File: src/rtl/cfg_xlate_pkg.sv
package cfg_xlate_pkg;
  typedef enum logic [1:0] {
    ROUTE_DROP  = 2'd0,
    ROUTE_TYPE0 = 2'd1,
    ROUTE_TYPE1 = 2'd2,
    ROUTE_LOCAL = 2'd3
  } route_e;

  typedef enum logic [1:0] {
    ST_IDLE  = 2'd0,
    ST_ISSUE = 2'd1,
    ST_WAIT  = 2'd2,
    ST_RESP  = 2'd3
  } state_e;
endpackage

File: src/rtl/cfg_dev_select.sv
// Binary device number to one-hot select lines; numbers without a line
// report out of range.
module cfg_dev_select #(
  parameter int DEV_W   = 5,
  parameter int NUM_SEL = 21
) (
  input  logic [DEV_W-1:0]   dev,
  output logic [NUM_SEL-1:0] sel,
  output logic               in_range
);
  for (genvar i = 0; i < NUM_SEL; i++) begin : g_sel
    assign sel[i] = (dev == DEV_W'(i));
  end

  assign in_range = (32'(dev) < NUM_SEL);
endmodule

File: src/rtl/cfg_bus_decode.sv
// Classifies a type 1 request against the bridge's bus window.
module cfg_bus_decode
  import cfg_xlate_pkg::*;
#(
  parameter int ADDR_W  = 32,
  parameter int BUS_W   = 8,
  parameter int BUS_LSB = 16
) (
  input  logic [ADDR_W-1:0] addr,
  input  logic [BUS_W-1:0]  sec_bus,
  input  logic [BUS_W-1:0]  sub_bus,
  input  logic              dev_in_range,
  output route_e            route
);
  logic [BUS_W-1:0] bus_num;
  logic             fmt_ok;

  assign bus_num = addr[BUS_LSB +: BUS_W];
  assign fmt_ok  = (addr[1:0] == 2'b01);

  always_comb begin
    route = ROUTE_DROP;
    if (fmt_ok) begin
      if (bus_num == sec_bus) begin
        route = dev_in_range ? ROUTE_TYPE0 : ROUTE_LOCAL;
      end else if ((bus_num > sec_bus) && (bus_num <= sub_bus)) begin
        route = ROUTE_TYPE1;
      end
    end
  end
endmodule

File: src/rtl/cfg_xlate_ctrl.sv
// One-request-at-a-time sequencer with registered downstream payload.
module cfg_xlate_ctrl
  import cfg_xlate_pkg::*;
#(
  parameter int ADDR_W = 32,
  parameter int DATA_W = 32
) (
  input  logic              clk,
  input  logic              rst_n,
  input  logic              up_req_valid,
  output logic              up_req_ready,
  input  route_e            route,
  input  logic [ADDR_W-1:0] type0_addr,
  input  logic [ADDR_W-1:0] type1_addr,
  input  logic              req_write,
  input  logic [DATA_W-1:0] req_wdata,
  output logic              up_rsp_valid,
  input  logic              up_rsp_ready,
  output logic [DATA_W-1:0] up_rsp_rdata,
  output logic              dn_req_valid,
  input  logic              dn_req_ready,
  output logic [ADDR_W-1:0] dn_req_addr,
  output logic              dn_req_type1,
  output logic              dn_req_write,
  output logic [DATA_W-1:0] dn_req_wdata,
  input  logic              dn_rsp_valid,
  output logic              dn_rsp_ready,
  input  logic [DATA_W-1:0] dn_rsp_rdata
);
  state_e            state_q;
  logic [ADDR_W-1:0] addr_q;
  logic              type1_q;
  logic              write_q;
  logic [DATA_W-1:0] wdata_q;
  logic [DATA_W-1:0] rdata_q;

  always_ff @(posedge clk) begin
    if (!rst_n) begin
      state_q <= ST_IDLE;
      addr_q  <= '0;
      type1_q <= 1'b0;
      write_q <= 1'b0;
      wdata_q <= '0;
      rdata_q <= '0;
    end else begin
      unique case (state_q)
        ST_IDLE: begin
          if (up_req_valid) begin
            unique case (route)
              ROUTE_TYPE0: begin
                addr_q  <= type0_addr;
                type1_q <= 1'b0;
                write_q <= req_write;
                wdata_q <= req_wdata;
                state_q <= ST_ISSUE;
              end
              ROUTE_TYPE1: begin
                addr_q  <= type1_addr;
                type1_q <= 1'b1;
                write_q <= req_write;
                wdata_q <= req_wdata;
                state_q <= ST_ISSUE;
              end
              ROUTE_LOCAL: begin
                rdata_q <= '1;
                state_q <= ST_RESP;
              end
              default: state_q <= ST_IDLE;
            endcase
          end
        end
        ST_ISSUE: if (dn_req_ready) state_q <= ST_WAIT;
        ST_WAIT: begin
          if (dn_rsp_valid) begin
            rdata_q <= dn_rsp_rdata;
            state_q <= ST_RESP;
          end
        end
        ST_RESP: if (up_rsp_ready) state_q <= ST_IDLE;
        default: state_q <= ST_IDLE;
      endcase
    end
  end

  assign up_req_ready = (state_q == ST_IDLE);
  assign dn_req_valid = (state_q == ST_ISSUE);
  assign dn_rsp_ready = (state_q == ST_WAIT);
  assign up_rsp_valid = (state_q == ST_RESP);
  assign up_rsp_rdata = rdata_q;
  assign dn_req_addr  = addr_q;
  assign dn_req_type1 = type1_q;
  assign dn_req_write = write_q;
  assign dn_req_wdata = wdata_q;
endmodule

File: src/rtl/cfg_xlate_top.sv
module cfg_xlate_top
  import cfg_xlate_pkg::*;
#(
  parameter int ADDR_W  = 32,
  parameter int DATA_W  = 32,
  parameter int BUS_W   = 8,
  parameter int BUS_LSB = 16,
  parameter int DEV_W   = 5,
  parameter int SEL_LSB = 11
) (
  input  logic              clk,
  input  logic              rst_n,
  input  logic [BUS_W-1:0]  sec_bus,
  input  logic [BUS_W-1:0]  sub_bus,
  input  logic              up_req_valid,
  output logic              up_req_ready,
  input  logic [ADDR_W-1:0] up_req_addr,
  input  logic              up_req_write,
  input  logic [DATA_W-1:0] up_req_wdata,
  output logic              up_rsp_valid,
  input  logic              up_rsp_ready,
  output logic [DATA_W-1:0] up_rsp_rdata,
  output logic              dn_req_valid,
  input  logic              dn_req_ready,
  output logic [ADDR_W-1:0] dn_req_addr,
  output logic              dn_req_type1,
  output logic              dn_req_write,
  output logic [DATA_W-1:0] dn_req_wdata,
  input  logic              dn_rsp_valid,
  output logic              dn_rsp_ready,
  input  logic [DATA_W-1:0] dn_rsp_rdata
);
  localparam int NUM_SEL = ADDR_W - SEL_LSB;

  logic [DEV_W-1:0]   dev_num;
  logic [NUM_SEL-1:0] dev_sel;
  logic               dev_ok;
  route_e             route;
  logic [ADDR_W-1:0]  type0_addr;

  assign dev_num    = up_req_addr[SEL_LSB +: DEV_W];
  assign type0_addr = {dev_sel, up_req_addr[SEL_LSB-1:2], 2'b00};

  cfg_dev_select #(.DEV_W(DEV_W), .NUM_SEL(NUM_SEL)) u_sel (
    .dev      (dev_num),
    .sel      (dev_sel),
    .in_range (dev_ok)
  );

  cfg_bus_decode #(.ADDR_W(ADDR_W), .BUS_W(BUS_W), .BUS_LSB(BUS_LSB)) u_dec (
    .addr         (up_req_addr),
    .sec_bus      (sec_bus),
    .sub_bus      (sub_bus),
    .dev_in_range (dev_ok),
    .route        (route)
  );

  cfg_xlate_ctrl #(.ADDR_W(ADDR_W), .DATA_W(DATA_W)) u_ctrl (
    .clk          (clk),
    .rst_n        (rst_n),
    .up_req_valid (up_req_valid),
    .up_req_ready (up_req_ready),
    .route        (route),
    .type0_addr   (type0_addr),
    .type1_addr   (up_req_addr),
    .req_write    (up_req_write),
    .req_wdata    (up_req_wdata),
    .up_rsp_valid (up_rsp_valid),
    .up_rsp_ready (up_rsp_ready),
    .up_rsp_rdata (up_rsp_rdata),
    .dn_req_valid (dn_req_valid),
    .dn_req_ready (dn_req_ready),
    .dn_req_addr  (dn_req_addr),
    .dn_req_type1 (dn_req_type1),
    .dn_req_write (dn_req_write),
    .dn_req_wdata (dn_req_wdata),
    .dn_rsp_valid (dn_rsp_valid),
    .dn_rsp_ready (dn_rsp_ready),
    .dn_rsp_rdata (dn_rsp_rdata)
  );
endmodule

File: config.mk
export PLATFORM = sky130hd
export DESIGN_NAME = cfg_xlate_top
export DESIGN_NICKNAME = d
export VERILOG_FILES = /design/src/rtl/cfg_xlate_pkg.sv /design/src/rtl/cfg_dev_select.sv /design/src/rtl/cfg_bus_decode.sv /design/src/rtl/cfg_xlate_ctrl.sv /design/src/rtl/cfg_xlate_top.sv
export SDC_FILE = /design/constraint.sdc
export NUM_CORES = 1
export LEC_CHECK = 0
export ABC_AREA = 1
export BUFFER_PORTS_ARGS = -buffer_cell sky130_fd_sc_hd__buf_2
export CAP_MARGIN = 20
export CELL_PAD_IN_SITES_DETAIL_PLACEMENT = 1
export CELL_PAD_IN_SITES_GLOBAL_PLACEMENT = 2
export CORE_MARGIN = 2
export CORE_UTILIZATION = 23
export CTS_CLUSTER_SIZE = 20
export DETAILED_ROUTE_END_ITERATION = 8
export PLACE_DENSITY_LB_ADDON = 0.1
export SLEW_MARGIN = 20
export SYNTH_ARGS = -nofsm -noshare
export SYNTH_HDL_FRONTEND = slang
export SYNTH_SLANG_ARGS = --single-unit
File: constraint.sdc
create_clock -name clk -period 2.2 [get_ports clk]
set_input_delay 0 -clock clk [delete_from_list [all_inputs] [get_ports clk]]
set_output_delay 0 -clock clk [all_outputs]
set_load 0.005 [all_outputs]
# After elaboration in Yosys (flattened, before gate mapping)

Index checks and enable logic that the tools add are counted.

Bits of input ports: 119
Bits in registers: 100

Reductions and logical operators: 10
Multiplexer cells: 16
Eq/ne operators: 33
$lt $le $gt $ge: 3

Operators with widths:

| kind                                                 | number |
|---|---|
| case mux 32 bit (2 select lines)                     | 2 |
| 2-to-1 mux 32 bit                                    | 3 |
| equality test 5 x 4 -> 1 bit (second input constant) | 8 |
| equality test 5 bit (second input constant)          | 5 |
| equality test 5 x 3 -> 1 bit (second input constant) | 4 |
| 2-to-1 mux 2 bit                                     | 8 |
| equality test 5 x 2 -> 1 bit (second input constant) | 2 |
| equality test 2 bit (second input constant)          | 4 |
| equality test 8 bit                                  | 1 |
| greater-than comparator 8 bit                        | 1 |
| less-or-equal comparator 8 bit                       | 1 |
| case mux 2 bit (4 select lines)                      | 1 |
| AND reduction 4 bit                                  | 2 |
| equality test 2 x 1 -> 1 bit (second input constant) | 3 |
| != test 2 x 1 -> 1 bit (second input constant)       | 3 |
| AND reduction 3 bit                                  | 2 |
| equality test 5 x 1 -> 1 bit (second input constant) | 1 |
| zero test 5 bit                                      | 1 |
| less-than comparator 5 bit (second input constant)   | 1 |
| != test 2 bit (second input constant)                | 2 |
| case mux 2 bit (2 select lines)                      | 1 |
| nonzero test 2 bit                                   | 2 |
| zero test 2 bit                                      | 1 |
| case mux 1 bit (2 select lines)                      | 1 |
| 2 further kinds                                      | 2 |

# Logic depth before layout (Yosys ltp)

Gate-level depths: netlist of run 1.

Depth after elaboration: 10
Depth in mapped cells: 20

# Hierarchy

A second synthesis of run 1 with hierarchy kept.

Cell total of the unflattened synthesis: 832
Area, all modules: 5236.3 um2

Modules (own cells, without submodules):

| module         | cells each | times used | seq. area each (um2) | area an instance (um2) |
|---|---|---|---|---|
| cfg_xlate_ctrl | 708        | 1          | 2001.9               | 4565.6 |
| cfg_bus_decode | 79         | 1          | 0.0                  | 490.5 |
| cfg_dev_select | 44         | 1          | 0.0                  | 176.4 |
| cfg_xlate_top  | 1          | 1          | 0.0                  | 3.8 |

# Least setup slack after synthesis of run 1

Ideal clock, no wire load.

Kind: input -> register
Start: in sec_bus[7]
End: reg u_ctrl.addr_q[2], in the netlist u_ctrl.dn_req_addr[2]
Data arrival time: 1.865 ns
Setup slack: 0.219 ns
Cell stages on the path: 15
Path buffers: 2
Path through: inv_1 -> ha_1 -> nand2_1 -> nor2_1 -> nand2_1 -> nor2_1 -> nand4_1 -> nand2_1 -> ha_1 -> nor2_8 -> inv_2 -> buf_6 -> buf_2 -> nor2_1 -> nor2_1

Word-level cells in the longest chain between the ends: 8

RTL lines:

| element                                                                    | RTL line             | text |
|---|---|---|
| start, declared                                                            | cfg_xlate_top.sv:13  | `input logic [BUS_W-1:0] sec_bus,` |
| greater-than comparator 8 bit                                              | cfg_bus_decode.sv:26 | `end else if ((bus_num > sec_bus) && (bus_num <= sub_bus)) begin` |
| logical AND 1 bit                                                          | cfg_bus_decode.sv:26 |  |
| 2-to-1 mux 2 bit                                                           | cfg_bus_decode.sv:26 |  |
| 2-to-1 mux 2 bit (*)                                                       | cfg_bus_decode.sv:24 | `if (bus_num == sec_bus) begin` |
| 2-to-1 mux 2 bit (*)                                                       | cfg_bus_decode.sv:23 | `if (fmt_ok) begin` |
| equality test 2 x 1 -> 1 bit / equality test 2 bit (equally long branches) | cfg_xlate_ctrl.sv:49 | `unique case (route)` |
| nonzero test 2 bit (no source line) (*)                                    | n/a                  |  |
| AND reduction 3 bit (no source line) (*)                                   | n/a                  |  |
| end signal, assigned                                                       | cfg_xlate_ctrl.sv:51 | `addr_q <= type0_addr;` |
| end signal, assigned                                                       | cfg_xlate_ctrl.sv:58 | `addr_q <= type1_addr;` |
| end, declared                                                              | cfg_xlate_ctrl.sv:31 | `logic [ADDR_W-1:0] addr_q;` |

Mark *: on every way between the ends. The rest lies on a longest branch, timed or not.
A chain may end at the register's enable or synchronous reset.

# Worst setup path in the final report of run 1

Start: in up_req_addr[13]
End: reg u_ctrl.addr_q[12], in the netlist u_ctrl.dn_req_addr[12]

Word-level cells in the longest chain between the ends: 7

RTL lines:

| element                                                                    | RTL line             | text |
|---|---|---|
| start, declared                                                            | cfg_xlate_top.sv:17  | `input logic [ADDR_W-1:0] up_req_addr,` |
| less-than comparator 5 bit                                                 | cfg_dev_select.sv:15 | `assign in_range = (32'(dev) < NUM_SEL);` |
| 2-to-1 mux 2 bit                                                           | cfg_bus_decode.sv:25 | `route = dev_in_range ? ROUTE_TYPE0 : ROUTE_LOCAL;` |
| 2-to-1 mux 2 bit                                                           | cfg_bus_decode.sv:24 |  |
| 2-to-1 mux 2 bit                                                           | cfg_bus_decode.sv:23 |  |
| equality test 2 x 1 -> 1 bit / equality test 2 bit (equally long branches) | cfg_xlate_ctrl.sv:49 |  |
| nonzero test 2 bit (no source line)                                        | n/a                  |  |
| AND reduction 3 bit (no source line)                                       | n/a                  |  |

Parallel ways exist; a longest one is shown, timed or not. The select of a mux whose other input is x is not followed.

==> results of run 1 <==
path summary, 6_finish.rpt:
path / end / cells past startpoint / start
max: u_ctrl.dn_req_addr[12]$_SDFFE_PN0P_ / 12 / up_req_addr[13]
min: u_ctrl.dn_req_addr[20]$_SDFFE_PN0P_ / 3 / up_req_addr[20]
max reg2reg: u_ctrl.up_rsp_rdata[19]$_SDFFE_PN0P_ / 9 / u_ctrl.state_q[0]$_SDFFE_PN0P_
min reg2reg: u_ctrl.dn_req_type1$_SDFFE_PN0P_ / 2 / u_ctrl.dn_req_type1$_SDFFE_PN0P_
cell usage in the layout (no fill, tap or decap), types with 2 or more instances in the layout:
cell           netlist  final
a21o_1               2      2
a21oi_1             16     16
a31oi_1             16     16
buf_12               0      4
buf_2                6    220
buf_4                4     27
clkbuf_16            0     10
clkinv_2             1      2
clkinv_4             0      2
dfxtp_1            100    100
dlygate4sd3_1        0     89
ha_1                23     23
inv_1               37     36
inv_2                2      2
inv_6                0      2
nand2_1            152    151
nand2_2              2      3
nand4_1              2      2
nor2_1             205    203
nor2_2               1      2
nor3_2               4      2
nor3_4               0      2
o21ai_0             49     49
o22ai_1              2      2
layer usage:
metal / track usage, % / share of wire (%) / up-vias
met5: 0 / 0 / -
met1: 18.79 / 43 / 2422
met4: 4.701 / 1.6 / 0
met2: 28.71 / 50 / 137
met3: 4.073 / 5.9 / 19
li1: - / - / 2670
where the power goes:
part           switching, mW  internal [mW]  total (mW)  leakage (nW)
Clock                  0.757          0.786        1.54         0.138
Combinational          0.321          0.331       0.653          2.76
Sequential            0.0227           1.85        1.88         0.808
Total                   1.10           2.97        4.07          3.70
flip-flops by register name, indices dropped and copies added, names as in the netlist:
signal / cells
u_ctrl.dn_req_addr: 32
u_ctrl.dn_req_wdata: 32
u_ctrl.state_q: 2
u_ctrl.dn_req_type1: 1
u_ctrl.up_rsp_rdata: 32
u_ctrl.dn_req_write: 1
layout make-up:
cell class,count,share of cell area [%]
clock buffers,9,3.079
clock inverters,7,0.8040
inverters,40,2.104
flip-flops and latches,100,27.37
multi-input cells,479,30.52
well taps,265,4.533
repair buffers,342,31.59
kinds of logic (layout without fill, tap and decap cells):
family                     Yosys count  in the layout
DFF                                100            100
buffers and inverters               71            398
adders and majority gates           23             23
and+or+nand+nor                    369            369
AOI/OAI and AO/OA                   87             87
repair_timing:
item / in CTS / in global routing
resized for setup: 0 / 13
endpoints found under the setup margin: 0 / 98
setup buffers: 0 / 4
hold endpoints to repair: 90 / 0
hold buffers: 89 / 0
metrics by stage:
stage | setup slack, ns | hold slack [ns] | total power, mW
global placement | -0.1315 | 0.2230 | 2.431
global route | -0.003477 | 0.03720 | 4.306
CTS | 0.009503 | 0.01104 | 4.169
finish | 0.1733 | 0.02755 | 4.073
detailed placement | -0.2957 | 0.2317 | 2.446
floorplan | 0.2188 | 0.1349 | 2.171
worst reg2reg max path: cells and delay by family (launching register included):
kind,cells,cell delay (ns)
buffers and inverters,4,0.56
adder cells (fa/ha/maj),1,0.25
flip-flops,1,0.33
AND/OR/NAND/NOR,2,0.18
AO/OA/AOI/OAI,2,0.38
==> results.py, run 1 <==
metrics = {
    "status": {
        "status": "finished clean",
    },
    "route": {
        "vias_per_cell": 4.225,
        "dr_total_vias": 5248,
        "drc": 0,
        "ant_nets": 0,
        "first_pass_iters": 4,
        "first_iter_violations": 154,
        "routed_wl_mm": 17.07,
        "routedWlPerCell_um": 13.74,
    },
    "synth": {
        "synth_compound_area_share_pct": 10.50,
        "syn_inst": 650,
        "synth_xor_area_share_pct": 0,
        "ys_seq_area_share_pct": 44.10,
        "synth_top_family_by_area": "simple AND/OR/NAND/NOR gates",
        "yosys_warnings": 0,
        "synth.area.mux_share_pct": 0,
        "synth_async_sr_flop_share_pct": 0,
        "syn_area_sq_mm": 0.004539,
        "synth-simple-area-share_pct": 31.78,
        "synth_seq_cells": 100,
        "synth_ff_type": "dfxtp_1",
        "synthTopCellsByArea": "dfxtp_1 (44%), nor2_1 (17%), nand2_1 (13%), ha_1 (6.3%), o21ai_0 (5.4%)",
        "synth-edff-count": 0,
        "ys_types": 27,
        "synth.largest_area_cell": "dfxtp_1",
        "synth-adder-area-share_pct": 6.340,
        "synth_nets": 792,
        "synth.top_cell.area_share_pct": 44.10,
        "synth_area_per_cell_sq_um": 6.984,
        "post-synth-top-count-cell": "nor2_1",
        "synth_common_cells": "nor2_1 (205), nand2_1 (152), dfxtp_1 (100), o21ai_0 (49), inv_1 (37)",
    },
    "floorplan": {
        "die_x_um": 144.5,
        "rows": 51,
        "start_util_pct": 23.40,
        "ios": 221,
        "core_sq_mm": 0.01940,
        "fp.dieH_um": 144.5,
        "die_area_sq_mm": 0.02088,
    },
    "setup_path": {
        "crit_slowest_cell": "dlygate4sd3_1",
        "endpoint_kind": "register",
        "cp_top_family": "buffers and inverters",
        "crit_buf_inv": 4,
        "reg2reg_slack_ns": 0.40,
        "start_kind": "input port",
        "path_max_fanout": 5,
        "cp.required_ns": 2.46,
        "path_common_cell": "nand2_1",
        "worstPathCellList": "dlygate4sd3_1 -> buf_2 -> inv_2 -> nand2_2 -> nand4_1 -> nand2_1 -> ha_1 -> or2_2 -> nor2_1 -> buf_4 -> nand2_1 -> a31oi_1",
        "path_class": "in2reg",
        "max_stage_delay_ns": 0.54,
        "arrival_ns": 2.29,
    },
    "grt": {
        "overflow": 0,
        "grt_pass1_vias": 5441,
        "antenna_found_initial": 0,
        "grt_max_degree": 76,
        "grt_pass1_wl_mm": 26.41,
        "grtUsageTotal_pct": 16.02,
    },
    "sta": {
        "max-slew-margin-rel_pct": 42.26,
        "timing.fmax_mhz": 493.4,
        "period_share_pct": 92.12,
        "final.min_clock_period_ns": 2.027,
        "finalMaxSlewViolations": 0,
        "worst_pin_slew_ns": 0.8652,
        "setup_viol": 0,
        "fin_setup_tns_ns": 0,
        "hold_viol": 0,
        "worst_clock_skew_ns": 0.006943,
    },
    "placed_design": {
        "finalWeightedCongestion": 0.8074,
        "numPortBuffers": 220,
        "placedCellCount": 1132,
        "placed_cell_area_sq_mm": 0.006041,
        "hpwl_mm": 12.27,
    },
    "cells_and_area": {
        "utilization_pct": 37.71,
        "diodes": 0,
        "design_area_sq_mm": 0.007315,
        "syn_to_final_growth_pct": 61.14,
        "n_fill_cell": 2482,
        "nets": 1114,
        "multi_input_area_sq_mm": 0.002232,
        "drive_gt1_share_pct": 29.27,
        "final_cells": 1242,
        "seqCellArea_sq_mm": 0.002002,
    },
    "cts": {
        "worstSkewPairLatency_ns": 0.35,
        "cts_buffers": 9,
        "clk_pin_slew_ns": 0.07,
        "root_buffer": "clkbuf_16",
        "cts_tree": "done",
        "cts.sinks": 100,
        "clock_path_buffers": 2,
        "htree_levels": 3,
    },
    "run": {
        "cap_viol_max_count": 0,
    },
    "power_and_ir_drop": {
        "p_leak_nw": 3.702,
        "power.density_mw_per_mm2": 556.9,
        "vdd_drop_max_uv": 350.6,
    },
    "min_path": {
        "min_path_type": "in2reg",
    },
}
No activity file was read; power rests on OpenSTA's default activity.
==> inputs of run 2 (changes only) <==
--- a/config.mk
+++ b/config.mk
@@ -8,13 +8,11 @@
 export ABC_AREA = 1
 export BUFFER_PORTS_ARGS = -buffer_cell sky130_fd_sc_hd__buf_2
 export CAP_MARGIN = 20
-export CELL_PAD_IN_SITES_DETAIL_PLACEMENT = 1
-export CELL_PAD_IN_SITES_GLOBAL_PLACEMENT = 2
 export CORE_MARGIN = 2
-export CORE_UTILIZATION = 23
+export CORE_UTILIZATION = 46
 export CTS_CLUSTER_SIZE = 20
 export DETAILED_ROUTE_END_ITERATION = 8
-export PLACE_DENSITY_LB_ADDON = 0.1
+export PLACE_DENSITY = 0.8
 export SLEW_MARGIN = 20
 export SYNTH_ARGS = -nofsm -noshare
 export SYNTH_HDL_FRONTEND = slang
==> run 2 against run 1 <==
Compared with the run above: power down 10%; maximum frequency up 1.3%; via count up 3.2%; critical path depth up 1; non-clock buffer count down 4; design area down 4.0%; clock skew up 0.014 ns; critical path type unchanged; first-iteration DRC count up 61%; die area down 49%; core utilization up 35 points; wire length down 14%.
==> results.py, run 2 (synthesis results as in run 1) <==
metrics = {
    "status": {
        "status": "finished clean",
    },
    "cts": {
        "root_buffer": "clkbuf_8",
        "cts_tree": "done",
        "clk_pin_slew_ns": 0.11,
        "worstSkewPairLatency_ns": 0.37,
        "cts.sinks": 100,
        "htree_levels": 3,
        "clock_path_buffers": 2,
        "cts_buffers": 9,
    },
    "sta": {
        "finalMaxSlewViolations": 0,
        "worst_pin_slew_ns": 0.8449,
        "period_share_pct": 90.95,
        "hold_viol": 0,
        "setup_viol": 0,
        "max-slew-margin-rel_pct": 43.61,
        "final.min_clock_period_ns": 2.001,
        "timing.fmax_mhz": 499.8,
        "worst_clock_skew_ns": 0.02085,
    },
    "floorplan": {
        "start_util_pct": 46.87,
        "ios": 221,
        "fp.dieH_um": 103.3,
        "die_x_um": 103.3,
        "die_area_sq_mm": 0.01068,
        "core_sq_mm": 0.009684,
        "rows": 36,
    },
    "cells_and_area": {
        "drive_gt1_share_pct": 28.98,
        "diodes": 0,
        "layout_common_cells": "buf_2 (220), nor2_1 (200), nand2_1 (151), dfxtp_1 (100), dlygate4sd3_1 (94)",
        "final_cells": 1106,
        "final_common_cell": "buf_2",
        "nets": 1110,
        "utilization_pct": 72.48,
        "syn_to_final_growth_pct": 54.63,
    },
    "route": {
        "dr_total_vias": 5418,
        "routedWlPerCell_um": 13.27,
        "routed_wl_mm": 14.68,
        "drc": 0,
        "first_iter_violations": 248,
        "vias_per_cell": 4.899,
        "ant_nets": 0,
        "first_pass_iters": 5,
    },
    "setup_path": {
        "crit_buf_inv": 6,
        "worstPathCellList": "dlygate4sd3_1 -> buf_2 -> nor2_2 -> inv_1 -> nor2_2 -> buf_4 -> inv_1 -> ha_1 -> or2_2 -> nor3_2 -> buf_4 -> a21oi_1 -> nor2_1",
        "ff2ff_path_depth": 9,
        "cp.required_ns": 2.48,
        "start_kind": "input port",
        "max_stage_delay_ns": 0.54,
        "worstSetupStartpoint": "up_req_addr[1]",
        "path_class": "in2reg",
        "path_max_fanout": 4,
        "cp_top_family": "buffers and inverters",
        "reg2reg_slack_ns": 0.51,
        "r2r-end": "u_ctrl.up_rsp_rdata[20]$_SDFFE_PN0P_",
        "timing.rr.start": "u_ctrl.state_q[0]$_SDFFE_PN0P_",
        "arrival_ns": 2.28,
        "crit_cells": 13,
        "endpoint_kind": "register",
        "cp-endpoint": "u_ctrl.dn_req_addr[11]$_SDFFE_PN0P_",
        "crit_slowest_cell": "dlygate4sd3_1",
    },
    "power_and_ir_drop": {
        "power.density_mw_per_mm2": 521.1,
        "p_leak_nw": 3.612,
        "vdd_drop_max_uv": 419.4,
        "p_total_mw": 3.658,
    },
    "min_path": {
        "min_path_type": "in2reg",
    },
    "grt": {
        "use_met3_pct": 5.780,
        "grt_pass1_vias": 5024,
        "grtUsageTotal_pct": 25.80,
        "use_met1_pct": 30.52,
        "met2_usage_pct": 45.16,
        "busiest_layer": "met2",
        "overflow": 0,
        "antenna_found_initial": 0,
        "grt_max_degree": 44,
        "grt_pass1_wl_mm": 22.17,
    },
    "placed_design": {
        "numPortBuffers": 220,
        "finalWeightedCongestion": 0.8967,
        "placedCellCount": 995,
        "hpwl_mm": 9.024,
    },
    "run": {
        "cap_viol_max_count": 0,
    },
}
## run 2: worst register-to-register path: cells and delay by family (launching register included)
family	cells	cell delay, ns
buffers and inverters	3	0.44
DFF	1	0.38
AOI/OAI and AO/OA	2	0.33
adders and majority gates	1	0.25
and+or+nand+nor	3	0.19
## run 2: cell type report
cell class	instances	area [sq um]
Tap cell	133	166.4
Clock inverter	7	67.56
Fill cell	711	2665
Clock buffer	9	123.9
Sequential cell	100	2002
Multi-Input combinational cell	479	2238
Inverter	40	157.7
Timing Repair Buffer	338	2263
## run 2: layer usage
metal | share of wire [%] | routed length (um)
met4 | 2.9 | 429
met3 | 7.5 | 1098
met2 | 49 | 7227
met1 | 40 | 5926
met5 | 0 | 0
## run 2: how the worst min path moves through the flow
stage | from | end | cells after the start
6_report | rst_n | u_ctrl.up_rsp_rdata[18]$_SDFFE_PN0P_ | 3
5_1_grt | rst_n | u_ctrl.up_rsp_rdata[23]$_SDFFE_PN0P_ | 3
4_1_cts | rst_n | u_ctrl.up_rsp_rdata[18]$_SDFFE_PN0P_ | 3
3_5_place_dp | up_req_wdata[4] | u_ctrl.dn_req_wdata[4]$_SDFFE_PN0P_ | 3
3_3_place_gp | up_req_wdata[27] | u_ctrl.dn_req_wdata[27]$_SDFFE_PN0P_ | 3
2_1_floorplan | up_req_addr[10] | u_ctrl.dn_req_addr[10]$_SDFFE_PN0P_ | 2
## run 2: through the flow
stage / hold WS (ns) / TNS, ns / instance area [sq um] / setup slack [ns]
6_report: 0.03156 / 0 / 7019 / 0.1992
5_1_grt: 0.04506 / -0.02619 / 7019 / -0.008515
4_1_cts: 0.01652 / 0 / 6970 / 0.08732
3_5_place_dp: 0.2279 / -4.084 / 5838 / -0.1303
3_3_place_gp: 0.2207 / -0.02550 / 5838 / -0.01841
2_1_floorplan: 0.1349 / 0 / 4539 / 0.2188
## run 2: repair_timing
item / CTS / global route
hold endpoints to repair: 92 / 0
hold buffers: 94 / 0
gates resized for setup: 0 / 15
buffers inserted: 0 / 1
setup endpoints to repair: 0 / 98
## run 2: report_power, final
part           internal [mW]  leakage [nW]  switching [mW]
Clock                  0.439        0.0924           0.697
Combinational          0.328          2.71           0.315
Sequential              1.86         0.808          0.0235
==> inputs of run 3 (changes only) <==
--- a/config.mk
+++ b/config.mk
@@ -13,6 +13,7 @@
 export CTS_CLUSTER_SIZE = 20
 export DETAILED_ROUTE_END_ITERATION = 8
 export PLACE_DENSITY = 0.8
+export REMOVE_ABC_BUFFERS = 1
 export SLEW_MARGIN = 20
 export SYNTH_ARGS = -nofsm -noshare
 export SYNTH_HDL_FRONTEND = slang
==> run 3 against run 2 <==
Compared with the run above: final cell count about the same; via count down 1.5%; clock power is essentially flat; core utilization fell by 0.25 points; worst setup slack lost 0.034 ns; sequential share of layout area rose by 0.097 points; sequential power about the same; wire length fell by 0.88%; first-iteration DRC count shrank 16%; count of clock-buffer cells in the layout unchanged; critical endpoint is now u_ctrl.dn_req_addr[30]$_SDFFE_PN0P_; design area decreased by 0.34%; global-route usage is 0.18 points lower.
==> results.py, run 3 (synthesis results as in run 1) <==
metrics = {
    "cells_and_area": {
        "layout_common_cells": "buf_2 (220), nor2_1 (203), nand2_1 (151), dfxtp_1 (100), dlygate4sd3_1 (93)",
        "nets": 1109,
        "utilization_pct": 72.24,
        "final_common_cell": "buf_2",
        "diodes": 0,
        "drive_gt1_share_pct": 28.70,
        "final_cells": 1105,
        "syn_to_final_growth_pct": 54.11,
    },
    "sta": {
        "timing.fmax_mhz": 491.4,
        "max-slew-margin-rel_pct": 47.91,
        "final.min_clock_period_ns": 2.035,
        "finalMaxSlewViolations": 0,
        "worst_pin_slew_ns": 0.7805,
        "finalHoldWorstSlack_ns": 0.03533,
        "hold_viol": 0,
        "worst_clock_skew_ns": 0.01471,
        "fin_setup_tns_ns": 0,
        "setup_viol": 0,
        "period_share_pct": 92.49,
        "rsz0062_at_grt": "false",
    },
    "floorplan": {
        "fp.dieH_um": 103.3,
        "core_sq_mm": 0.009684,
        "start_util_pct": 46.87,
        "die_area_sq_mm": 0.01068,
        "ios": 221,
        "rows": 36,
        "die_x_um": 103.3,
    },
    "power_and_ir_drop": {
        "p_leak_nw": 3.618,
        "power_frac_comb_pct": 17.4,
        "p_int_mw": 2.625,
        "vdd_drop_max_uv": 431.6,
        "swShare_pct": 28.18,
        "power_frac_clock_pct": 31.2,
        "p_switching_mw": 1.030,
        "power.density_mw_per_mm2": 522.4,
        "seqPwrFrac_pct": 51.4,
    },
    "route": {
        "ant_nets": 0,
        "routed_wl_mm": 14.55,
        "first_pass_iters": 4,
        "vias_per_cell": 4.832,
        "dr_total_vias": 5339,
        "drc": 0,
        "routedWlPerCell_um": 13.17,
        "first_iter_violations": 208,
    },
    "grt": {
        "antenna_found_initial": 0,
        "overflow": 0,
        "grt_max_degree": 65,
        "grt_pass1_wl_mm": 21.76,
        "grt_pass1_vias": 4897,
        "grtUsageTotal_pct": 25.62,
    },
    "run": {
        "cap_viol_max_count": 0,
    },
    "setup_path": {
        "endpoint_kind": "register",
        "cp.required_ns": 2.41,
        "path_class": "in2reg",
        "arrival_ns": 2.25,
        "start_kind": "input port",
        "reg2reg_slack_ns": 0.41,
        "path_max_fanout": 18,
    },
    "cts": {
        "cts_tree": "done",
        "cts.sinks": 100,
        "cts_buffers": 9,
        "worstSkewPairLatency_ns": 0.36,
        "clk_pin_slew_ns": 0.11,
        "htree_levels": 3,
        "post_cts_buffers": 0,
        "root_buffer": "clkbuf_8",
        "clock_path_buffers": 2,
    },
    "min_path": {
        "min_path_type": "in2reg",
    },
    "placed_design": {
        "hpwl_mm": 8.909,
        "placedCellCount": 996,
        "numPortBuffers": 220,
        "finalWeightedCongestion": 0.8568,
    },
    "status": {
        "status": "finished clean",
    },
}
[run 3: layer usage]
metal  vias up  global-route usage, %  wire (um)
met3        52                  5.914       1138
met1      2356                  30.57       5865
li1       2667                      -          -
met5         -                      0          0
met2       264                  43.03       7015
met4         0                  13.16        535
[run 3: repair_timing]
action	4_1_cts	5_1_grt
endpoints found under the hold margin	93	0
setup endpoints to repair	0	24
gates resized for setup	0	8
hold buffers	93	0
[run 3: worst paths after layout]
path | start | endpoint | cells after the start
worst max-delay path | up_req_addr[1] | u_ctrl.dn_req_addr[30]$_SDFFE_PN0P_ | 14
worst max register to register | u_ctrl.state_q[0]$_SDFFE_PN0P_ | u_ctrl.up_rsp_rdata[13]$_SDFFE_PN0P_ | 9
worst min register to register | u_ctrl.dn_req_addr[0]$_SDFFE_PN0P_ | u_ctrl.dn_req_addr[0]$_SDFFE_PN0P_ | 2
worst min-delay path | up_req_addr[11] | u_ctrl.dn_req_addr[19]$_SDFFE_PN0P_ | 4
[run 3: layout make-up]
| class | instances | area, sq um |
|---|---|---|
| Sequential cell | 100 | 2002 |
| Multi-Input combinational cell | 479 | 2218 |
| Clock buffer | 9 | 123.9 |
| Inverter | 40 | 153.9 |
| Tap cell | 133 | 166.4 |
| Clock inverter | 7 | 68.82 |
| Fill cell | 728 | 2689 |
| Timing Repair Buffer | 337 | 2262 |
[run 3: worst max-delay path: stages]
cell	delay (ns)
dlygate4sd3_1	0.53
buf_2	0.14
nor2_2	0.13
inv_1	0.06
nor2_2	0.11
buf_4	0.12
inv_1	0.04
ha_1	0.36
nor2_8	0.07
buf_4	0.13
nand2_2	0.08
clkinv_2	0.23
nand2_1	0.15
a31oi_1	0.09
[run 3: power groups by stage]
stage	Combinational, mW	Clock, mW	Sequential, mW
3_3_place_gp	0.482	0	1.92
6_report	0.636	1.14	1.88
2_1_floorplan	0.220	0	1.92
4_1_cts	0.615	1.16	1.88
5_1_grt	0.707	1.24	1.89
3_5_place_dp	0.485	0	1.92
[run 3: through the flow]
stage / power, mW / area, sq um / setup slack [ns]
5_1_grt: 3.836 / 6995 / 0.0002303
3_5_place_dp: 2.404 / 5858 / -0.08218
4_1_cts: 3.657 / 6982 / 0.07006
6_report: 3.655 / 6995 / 0.1652
2_1_floorplan: 2.143 / 4360 / -0.2596
3_3_place_gp: 2.399 / 5858 / -0.05351
